File: src/rtl/irqagg_pkg.sv
package irqagg_pkg;

    // register offsets from BASE_ADDR
    localparam logic [3:0] OFF_ROOT = 4'd0;
    localparam logic [3:0] OFF_MST0 = 4'd1;
    localparam logic [3:0] OFF_BSEL = 4'd5;
    localparam logic [3:0] OFF_LAT  = 4'd6;
    localparam logic [3:0] OFF_CFG  = 4'd7;
    localparam logic [3:0] OFF_RT   = 4'd8;
    localparam int         MAX_MST  = 4;

    // configuration byte fields
    localparam int CFG_LVL = 0;
    localparam int CFG_MFE = 1;
    localparam int CFG_MRE = 2;
    localparam int CFG_CLR = 3;
    localparam int CFG_IDX = 4;
    localparam int CFG_WQ  = 7;

    typedef enum logic [1:0] {
        LN_OFF  = 2'd0,
        LN_WAIT = 2'd1,
        LN_PEND = 2'd2
    } line_state_e;

endpackage

File: src/rtl/irqagg_sync.sv
module irqagg_sync #(
    parameter int W = 8
) (
    input  logic         clk,
    input  logic         rst_n,
    input  logic [W-1:0] d_in,
    output logic [W-1:0] d_out
);
    logic [W-1:0] stage1_q;
    logic [W-1:0] stage2_q;

    always_ff @(posedge clk or negedge rst_n) begin
        if (!rst_n) begin
            stage1_q <= '0;
            stage2_q <= '0;
        end else begin
            stage1_q <= d_in;
            stage2_q <= stage1_q;
        end
    end

    assign d_out = stage2_q;
endmodule

File: src/rtl/irqagg_line.sv
module irqagg_line
    import irqagg_pkg::*;
(
    input  logic       clk,
    input  logic       rst_n,
    input  logic       sync_in,
    input  logic       cfg_we,
    input  logic [7:0] cfg_byte,
    output logic       pending
);
    line_state_e state_q, state_d;
    logic        lvl_q, mfe_q, mre_q, prev_q;
    logic        hit;
    logic        new_off;

    // configuration and edge history
    always_ff @(posedge clk or negedge rst_n) begin
        if (!rst_n) begin
            lvl_q  <= 1'b0;
            mfe_q  <= 1'b1;
            mre_q  <= 1'b1;
            prev_q <= 1'b0;
        end else begin
            prev_q <= sync_in;
            if (cfg_we) begin
                lvl_q <= cfg_byte[CFG_LVL];
                mfe_q <= cfg_byte[CFG_MFE];
                mre_q <= cfg_byte[CFG_MRE];
            end
        end
    end

    always_comb begin
        if (lvl_q)
            hit = (!mre_q && sync_in) || (!mfe_q && !sync_in);
        else
            hit = (!mre_q && sync_in && !prev_q) || (!mfe_q && !sync_in && prev_q);
    end

    assign new_off = cfg_byte[CFG_MFE] && cfg_byte[CFG_MRE];

    // state register
    always_ff @(posedge clk or negedge rst_n) begin
        if (!rst_n) state_q <= LN_OFF;
        else        state_q <= state_d;
    end

    // next state: configuration writes take priority over triggers
    always_comb begin
        state_d = state_q;
        unique case (state_q)
            LN_OFF:  state_d = LN_OFF;
            LN_WAIT: if (hit) state_d = LN_PEND;
            LN_PEND: state_d = LN_PEND;
            default: state_d = LN_OFF;
        endcase
        if (cfg_we) begin
            if (new_off)
                state_d = LN_OFF;
            else if (cfg_byte[CFG_CLR] || state_q == LN_OFF)
                state_d = LN_WAIT;
            else
                state_d = state_q;
        end
    end

    // outputs
    always_comb begin
        pending = (state_q == LN_PEND);
    end
endmodule

File: src/rtl/irqagg_tree.sv
module irqagg_tree #(
    parameter int NUM_BLOCKS  = 8,
    parameter int NUM_MASTERS = 1
) (
    input  logic [NUM_BLOCKS*8-1:0]  pend_pad,
    output logic [NUM_MASTERS*8-1:0] master_vec,
    output logic [7:0]               root,
    output logic                     irq
);
    localparam int MST_BLOCKS = NUM_MASTERS * 8;

    logic [NUM_BLOCKS-1:0] blk_any;

    for (genvar b = 0; b < NUM_BLOCKS; b++) begin : g_blk
        assign blk_any[b] = |pend_pad[b*8 +: 8];
    end

    for (genvar k = 0; k < MST_BLOCKS; k++) begin : g_mst_bit
        if (k < NUM_BLOCKS) begin : g_real
            assign master_vec[k] = blk_any[k];
        end else begin : g_pad
            assign master_vec[k] = 1'b0;
        end
    end

    for (genvar r = 0; r < 8; r++) begin : g_root
        if (r >= 1 && r <= NUM_MASTERS) begin : g_used
            assign root[r] = |master_vec[(r-1)*8 +: 8];
        end else begin : g_zero
            assign root[r] = 1'b0;
        end
    end

    assign irq = |root;
endmodule

File: src/rtl/irqagg_regs.sv
module irqagg_regs
    import irqagg_pkg::*;
#(
    parameter int                NUM_LINES   = 64,
    parameter int                NUM_BLOCKS  = 8,
    parameter int                NUM_MASTERS = 1,
    parameter int                ADDR_W      = 10,
    parameter logic [ADDR_W-1:0] BASE_ADDR   = 10'h100
) (
    input  logic                     clk,
    input  logic                     rst_n,
    input  logic [ADDR_W-1:0]        reg_addr,
    input  logic [7:0]               reg_wdata,
    input  logic                     reg_wr,
    input  logic                     reg_rd,
    output logic [7:0]               reg_rdata,
    input  logic [NUM_BLOCKS*8-1:0]  pend_pad,
    input  logic [NUM_BLOCKS*8-1:0]  rt_pad,
    input  logic [NUM_MASTERS*8-1:0] master_vec,
    input  logic [7:0]               root,
    output logic [NUM_LINES-1:0]     cfg_we_vec,
    output logic [7:0]               cfg_byte
);
    logic [ADDR_W-1:0] off_full;
    logic [3:0]        off4;
    logic              in_rng;
    logic [7:0]        blksel_q;
    logic [7:0]        sel_pend, sel_rt, rd_mux, rdata_q;
    logic              cfg_go;
    logic [10:0]       line_sel;

    assign off_full = reg_addr - BASE_ADDR;
    assign off4     = off_full[3:0];
    assign in_rng   = (reg_addr >= BASE_ADDR) && ((off_full >> 4) == '0) && (off4 <= OFF_RT);

    always_ff @(posedge clk or negedge rst_n) begin
        if (!rst_n)
            blksel_q <= '0;
        else if (reg_wr && in_rng && off4 == OFF_BSEL)
            blksel_q <= reg_wdata;
    end

    assign cfg_go   = reg_wr && in_rng && (off4 == OFF_CFG) && reg_wdata[CFG_WQ];
    assign line_sel = {blksel_q, reg_wdata[CFG_IDX+2:CFG_IDX]};
    assign cfg_byte = reg_wdata;

    for (genvar i = 0; i < NUM_LINES; i++) begin : g_we
        assign cfg_we_vec[i] = cfg_go && (line_sel == 11'(i));
    end

    always_comb begin
        sel_pend = '0;
        sel_rt   = '0;
        for (int b = 0; b < NUM_BLOCKS; b++) begin
            if (blksel_q == 8'(b)) begin
                sel_pend = pend_pad[b*8 +: 8];
                sel_rt   = rt_pad[b*8 +: 8];
            end
        end
    end

    always_comb begin
        rd_mux = '0;
        if (in_rng) begin
            unique case (off4)
                OFF_ROOT: rd_mux = root;
                OFF_BSEL: rd_mux = blksel_q;
                OFF_LAT:  rd_mux = sel_pend;
                OFF_RT:   rd_mux = sel_rt;
                OFF_CFG:  rd_mux = '0;
                default: begin
                    for (int m = 0; m < NUM_MASTERS; m++) begin
                        if (off4 == (OFF_MST0 + 4'(m)))
                            rd_mux = master_vec[m*8 +: 8];
                    end
                end
            endcase
        end
    end

    always_ff @(posedge clk or negedge rst_n) begin
        if (!rst_n)
            rdata_q <= '0;
        else if (reg_rd)
            rdata_q <= rd_mux;
    end

    assign reg_rdata = rdata_q;
endmodule

File: src/rtl/irqagg_top.sv
module irqagg_top
    import irqagg_pkg::*;
#(
    parameter int                NUM_LINES = 64,
    parameter int                ADDR_W    = 10,
    parameter logic [ADDR_W-1:0] BASE_ADDR = 10'h100
) (
    input  logic                 clk,
    input  logic                 rst_n,
    input  logic [NUM_LINES-1:0] raw_in,
    input  logic [ADDR_W-1:0]    reg_addr,
    input  logic [7:0]           reg_wdata,
    input  logic                 reg_wr,
    input  logic                 reg_rd,
    output logic [7:0]           reg_rdata,
    output logic                 irq_out
);
    localparam int NUM_BLOCKS  = (NUM_LINES + 7) / 8;
    localparam int NUM_MASTERS = (NUM_BLOCKS + 7) / 8;
    localparam int PAD_LINES   = NUM_BLOCKS * 8;

    logic [NUM_LINES-1:0]     sync_vec;
    logic [NUM_LINES-1:0]     pend_vec;
    logic [PAD_LINES-1:0]     pend_pad;
    logic [PAD_LINES-1:0]     rt_pad;
    logic [NUM_MASTERS*8-1:0] master_vec;
    logic [7:0]               root;
    logic [NUM_LINES-1:0]     cfg_we_vec;
    logic [7:0]               cfg_byte;

    irqagg_sync #(.W(NUM_LINES)) u_sync (
        .clk   (clk),
        .rst_n (rst_n),
        .d_in  (raw_in),
        .d_out (sync_vec)
    );

    for (genvar i = 0; i < NUM_LINES; i++) begin : g_line
        irqagg_line u_line (
            .clk      (clk),
            .rst_n    (rst_n),
            .sync_in  (sync_vec[i]),
            .cfg_we   (cfg_we_vec[i]),
            .cfg_byte (cfg_byte),
            .pending  (pend_vec[i])
        );
    end

    for (genvar p = 0; p < PAD_LINES; p++) begin : g_pad
        if (p < NUM_LINES) begin : g_real
            assign pend_pad[p] = pend_vec[p];
            assign rt_pad[p]   = sync_vec[p];
        end else begin : g_fill
            assign pend_pad[p] = 1'b0;
            assign rt_pad[p]   = 1'b0;
        end
    end

    irqagg_tree #(
        .NUM_BLOCKS  (NUM_BLOCKS),
        .NUM_MASTERS (NUM_MASTERS)
    ) u_tree (
        .pend_pad   (pend_pad),
        .master_vec (master_vec),
        .root       (root),
        .irq        (irq_out)
    );

    irqagg_regs #(
        .NUM_LINES   (NUM_LINES),
        .NUM_BLOCKS  (NUM_BLOCKS),
        .NUM_MASTERS (NUM_MASTERS),
        .ADDR_W      (ADDR_W),
        .BASE_ADDR   (BASE_ADDR)
    ) u_regs (
        .clk        (clk),
        .rst_n      (rst_n),
        .reg_addr   (reg_addr),
        .reg_wdata  (reg_wdata),
        .reg_wr     (reg_wr),
        .reg_rd     (reg_rd),
        .reg_rdata  (reg_rdata),
        .pend_pad   (pend_pad),
        .rt_pad     (rt_pad),
        .master_vec (master_vec),
        .root       (root),
        .cfg_we_vec (cfg_we_vec),
        .cfg_byte   (cfg_byte)
    );
endmodule

File: config.mk
export PLATFORM = sky130hd
export DESIGN_NAME = irqagg_top
export DESIGN_NICKNAME = d
export VERILOG_FILES = /design/src/rtl/irqagg_pkg.sv /design/src/rtl/irqagg_sync.sv /design/src/rtl/irqagg_line.sv /design/src/rtl/irqagg_tree.sv /design/src/rtl/irqagg_regs.sv /design/src/rtl/irqagg_top.sv
export SDC_FILE = /design/constraint.sdc
export NUM_CORES = 1
export LEC_CHECK = 0
export CORE_MARGIN = 3
export CORE_UTILIZATION = 60
export DETAILED_ROUTE_END_ITERATION = 6
export GPL_TIMING_DRIVEN = 0
export PLACE_DENSITY = 0.81
export SYNTH_ARGS = -nofsm -noshare
export SYNTH_HDL_FRONTEND = slang
export SYNTH_HIERARCHICAL = 1
export SYNTH_SLANG_ARGS = --single-unit
File: constraint.sdc
create_clock -name clk -period 2.9 [get_ports clk]
set_input_delay 0.29 -clock clk [delete_from_list [all_inputs] [get_ports clk]]
set_output_delay 0.29 -clock clk [all_outputs]
set_load 0.03 [all_outputs]
-- Yosys cells after proc, flatten, opt, wreduce, memory -nomap -nowiden
Index checks and enable logic that the tools add are counted.
- flip-flop bits (word level): 528
- input bits: 86
- output and inout bits: 9
- add/sub/neg operators: 1
- order comparisons: 2
- equality and inequality tests: 331
- muxes and demuxes: 403
- reductions and logical operators: 916
- operator list (cell ; number):
    2-to-1 mux 2 bit ; 256
    == test 11 x 6 -> 1 bit (second input constant) ; 32
    logical AND 1 bit ; 327
    logical NOT 1 bit ; 256
    case mux 2 bit (2 select lines) ; 64
    logical OR 1 bit ; 192
    inequality test 3 x 1 -> 1 bit (second input constant) ; 64
    inequality test 3 bit (second input constant) ; 64
    == test 11 x 5 -> 1 bit (second input constant) ; 16
    2-to-1 mux 8 bit ; 18
    == test 2 x 1 -> 1 bit (second input constant) ; 64
    == test 2 bit (second input constant) ; 64
    logical NOT 2 bit ; 64
    AND reduction 2 bit ; 64
    == test 11 x 4 -> 1 bit (second input constant) ; 8
    2-to-1 mux 1 bit ; 64
    OR reduction 64 bit ; 1
    OR reduction 8 bit ; 8
    == test 11 x 3 -> 1 bit (second input constant) ; 4
    case mux 8 bit (5 select lines) ; 1
    == test 8 x 3 -> 1 bit (second input constant) ; 4
    == test 11 x 2 -> 1 bit (second input constant) ; 2
    == test 8 x 2 -> 1 bit (second input constant) ; 2
    == test 4 x 3 -> 1 bit (second input constant) ; 3
    other kinds (11) ; 11

-- Logic depth before layout (Yosys ltp)
- word-level depth: 11
- gate-level depth with buffers: 10
- gate-level depth less buffers: 9

-- Modules after synthesis
The synthesis kept the hierarchy.
- modules (own cells, without submodules) (module ; times used ; cells each ; area an instance (µm²)):
    irqagg_line ; 64 ; 29 ; 332.8
    irqagg_sync ; 1 ; 128 ; 3203.1
    irqagg_regs ; 1 ; 410 ; 2752.6
    irqagg_tree ; 1 ; 38 ; 276.5

-- Worst setup path after synthesis
OpenSTA, ideal clock, no wires.
- path type: in2reg
- from: input port reg_addr[4]
- to: register g_line[7].u_line.state_q[1]
- arrival time: 2.667 ns
- required time: 2.774 ns
- setup slack: 0.106 ns
- cell stages on the path: 8
- buffers on the path: 0
- cells stage by stage: or4_1 > or4_4 > nor4_4 > nand3_1 > nor2_1 > nand2b_1 > a21oi_1 > a221o_1
- word-level cells in the longest chain between the ends: 10
- ends and longest elaborated chain (what ; line ; RTL):
    start: declaration ; irqagg_top.sv:11 ; input logic [ADDR_W-1:0] reg_addr,
    subtractor 10 x 9 -> 10 bit ; irqagg_regs.sv:32 ; assign off_full = reg_addr - BASE_ADDR;
    logical NOT 10 bit ; irqagg_regs.sv:34 ; assign in_rng = (reg_addr >= BASE_ADDR) && ((off_full >> 4) == '0) && (off4 <= OFF_RT);
    logical AND 1 bit * (2 in a row) ; irqagg_regs.sv:34 ;
    logical AND 1 bit * (3 in a row) ; irqagg_regs.sv:43 ; assign cfg_go = reg_wr && in_rng && (off4 == OFF_CFG) && reg_wdata[CFG_WQ];
    logical AND 1 bit * ; irqagg_regs.sv:48 ; assign cfg_we_vec[i] = cfg_go && (line_sel == 11'(i));
    via cfg_we_vec[7] ; irqagg_top.sv:28 ; logic [NUM_LINES-1:0] cfg_we_vec;
    inequality test 3 x 1 -> 1 bit (no source line) / inequality test 3 bit (equally long branches) ; - ;
    AND reduction 2 bit (no source line) ; - ;
    end signal: assignment ; irqagg_line.sv:45 ; else state_q <= state_d;
    end: declaration ; irqagg_line.sv:11 ; line_state_e state_q, state_d;
The timed path passes the listed nets; every way through them passes the cells marked *.
A chain may end at the register's enable or synchronous reset.

-- Worst setup path in the final report
- from: input port reg_addr[3]
- to: register g_line[15].u_line.state_q[0]
- word-level cells in the longest chain between the ends: 10
- ends and longest elaborated chain (what ; line):
    branches (longest 5 deep; another with subtractor 10 x 9 -> 10 bit) ; -
    logical AND 1 bit * (2 in a row) ; irqagg_regs.sv:43
    logical AND 1 bit * ; irqagg_regs.sv:48
    via cfg_we_vec[15] ; irqagg_top.sv:28
    inequality test 3 x 1 -> 1 bit (no source line) / inequality test 3 bit (equally long branches) ; -
    AND reduction 2 bit (no source line) ; -
    end signal: assignment ; irqagg_line.sv:45
    end: declaration ; irqagg_line.sv:11
Mark *: on every way through the listed nets, which the timed path passes.

==> results.toml <==
[setup_path]
crit_fanout = 10
r2r_start = "u_regs/blksel_q[1]"
critPathKind = "input port to flop"
cp-start-kind = "input port"
worstReg2RegEnd = "u_regs/reg_rdata[2]"
r2r_cells = 7
worstPathCellList = "clkdlybuf4s50_1 > nand2b_2 > or4_4 > nor4_4 > buf_4 > buf_6 > nand3_4 > nor2_4 > a21bo_2 > nor4_2 > a221oi_2"
slowest_delay_ps = 650
worstPathRequired_ps = 3370
cp.arrival_ps = 3390
r2r_setup_slack_ps = 0
crit_slowest_cell = "or4_4"
end_kind = "flop"

[grt]
grt_util_all_layers = 0.3055
grt_max_degree = 123
grt_pass1_wl_mm = 116.4
first_global_vias = 21550
grt_overflow = 0
antenna_found_initial = 1

[status]
status = "finished, violations left"
violations = "design-rule violations, negative setup slack"

[clocking]
clkLatencyLatePin_ps = 610
clock_sinks = 528
cts_inserted_buffers = 54
cts_tree = "yes"
clk_pin_slew_ps = 60
htreeDepth = 2
clockBufferDepth = 3
clock-root-buffer = "clkbuf_16"

[worst_hold_path]
hold_depth = 1
hold_end = "u_sync/stage1_q[25]"
min_from = "raw_in[25]"
hp-class = "input port to flop"

[timing]
slew_violations = 0
setup_viol = 4
hold-worst-slack_ps = 114.7
fin_setup_tns_ps = -27.17
finalCritPeriodShare = 1.007
hold_viol = 0
max_freq_mhz = 342.4
clock_skew_ps = 16.91
tightest_slew_ps = 1007
rsz0062_at_grt = "yes"
finalCriticalPeriod_ps = 2920
final.setup.worst_slack_ps = -20.29
slew-limit-headroom = 0.3290

[floorplanning]
core_sq_mm = 0.04470
die_h_um = 220.1
ioPinCount = 95
die_w_um = 220.1
die-area_sq_mm = 0.04844
start_util = 0.6152
rows = 77

[route]
wl_mm = 75.57
routed-wl-met3_mm = 5.435
dr.pass1.iters = 7
drt-met1-wl_mm = 29.97
wl_met2_mm = 36.91
routed.top_layer = "met4"
antenna_left = 0
drtIter0Drc = 2090
drcViolationCount = 1
num_vias = 21380
vias_per_cell = 6.470
wl_per_cell_um = 22.87

[synth]
syn_avg_cell_area_sq_um = 11.33
netlist_instances = 2428
ys_warn_count = 6
syn_area_sq_mm = 0.02750

[job]
maxCapViolCount = 0

[placement]
io_buffer_count = 92
hpwl_mm = 50.27
place_congestion = 0.9941

[layout]
drive_gt1_frac = 0.2875
syn2layout_area_growth_pct = 19.22
nFillCells = 2912
layout.nets = 2943

[pwr]
cellPowerDensity_mw_per_mm2 = 481.1
ir_worst_vdd_mv = 0.6265
leakagePower_nw = 13.85
flip-flops by register name, indices dropped and copies added (netlist names):
name / cells
g_line.u_line/lvl_q: 64
g_line.u_line/mfe_q: 64
g_line.u_line/mre_q: 64
g_line.u_line/prev_q: 64
g_line.u_line/state_q: 128
u_regs/blksel_q: 8
u_regs/reg_rdata: 8
u_sync/d_out: 64
u_sync/stage1_q: 64
placed cells by master, fill, tap and decap left out, types with 54 or more instances in the layout:
| cell type | n |
|---|---|
| a221oi_1 | 70 |
| clkdlybuf4s50_1 | 86 |
| dfrtp_1 | 400 |
| mux2_2 | 208 |
| dfstp_2 | 128 |
| inv_1 | 143 |
| nand2b_1 | 129 |
| buf_4 | 90 |
| clkbuf_16 | 54 |
| nor2b_1 | 138 |
| nor2_1 | 73 |
| a21bo_2 | 64 |
| a221o_1 | 128 |
| or2_1 | 64 |
| nor4_1 | 117 |
| ha_1 | 165 |
| a21oi_1 | 207 |
worst max-delay path by stage:
stage / from / cells past startpoint / slack, ps / to
3_5_place_dp: u_regs/blksel_q[1] / 10 / -1480 / g_line[4].u_line/state_q[1]
6_report: reg_addr[3] / 11 / -20 / g_line[15].u_line/state_q[0]
3_3_place_gp: rst_n / 1 / -20600 / u_sync/stage1_q[11]
2_1_floorplan: reg_addr[4] / 8 / 110 / g_line[7].u_line/state_q[1]
5_1_grt: reg_addr[3] / 11 / -70 / g_line[15].u_line/state_q[0]
4_1_cts: reg_addr[4] / 10 / 0.3 / g_line[63].u_line/state_q[1]
critical path, delay by kind of cell:
family / cells / cell delay [ps]
buffers and inverters: 3 / 770
and+or+nand+nor: 6 / 1960
AOI/OAI and AO/OA: 2 / 350
where the power goes:
group / switching [mW] / internal [mW] / total [mW]
sequential: 0.108 / 7.52 / 7.62
clock: 2.94 / 4.39 / 7.32
combinational: 0.550 / 0.280 / 0.829
final cells by class:
class	instances	area, sq um	area share
antenna	2	5.005	0.0001526
clock inverter	24	291.5	0.008891
inverter	146	553.0	0.01687
timing repair buffer	179	1737	0.05297
multi-input combinational	1711	14190	0.4328
clock buffer	77	1608	0.04903
tap	592	740.7	0.02259
sequential	528	13370	0.4078
buffer	45	291.5	0.008891
layer usage:
layer	GRT usage	vias to the layer above
li1	-	9446
met1	0.3911	10770
met2	0.5150	931
met3	0.04826	226
met4	0.1369	0
met5	0	-
per-stage QoR:
step                      instance area, sq um  cells  total power [mW]  utilization  setup WS, ps
after floorplan                          27530   2434             8.048            -         106.5
after global placement                   29190   3118             8.500       0.6529        -20600
after detailed placement                 29400   3125             8.552       0.6576         -1484
after CTS                                32100   3257             15.87       0.7181        0.3308
after global routing                     32790   3303             16.28       0.7334        -73.53
final                                    32790   3304             15.78       0.7335        -20.29
timing repair:
action | in CTS | in global routing
endpoints found under the setup margin | 328 | 90
hold buffers | 1 | 0
gates resized for setup | 168 | 73
pin swaps | 23 | 25
endpoints found under the hold margin | 94 | 0
gates cloned | 0 | 0
setup buffers | 33 | 46
Note: power is estimated with default switching activity, not from simulation.
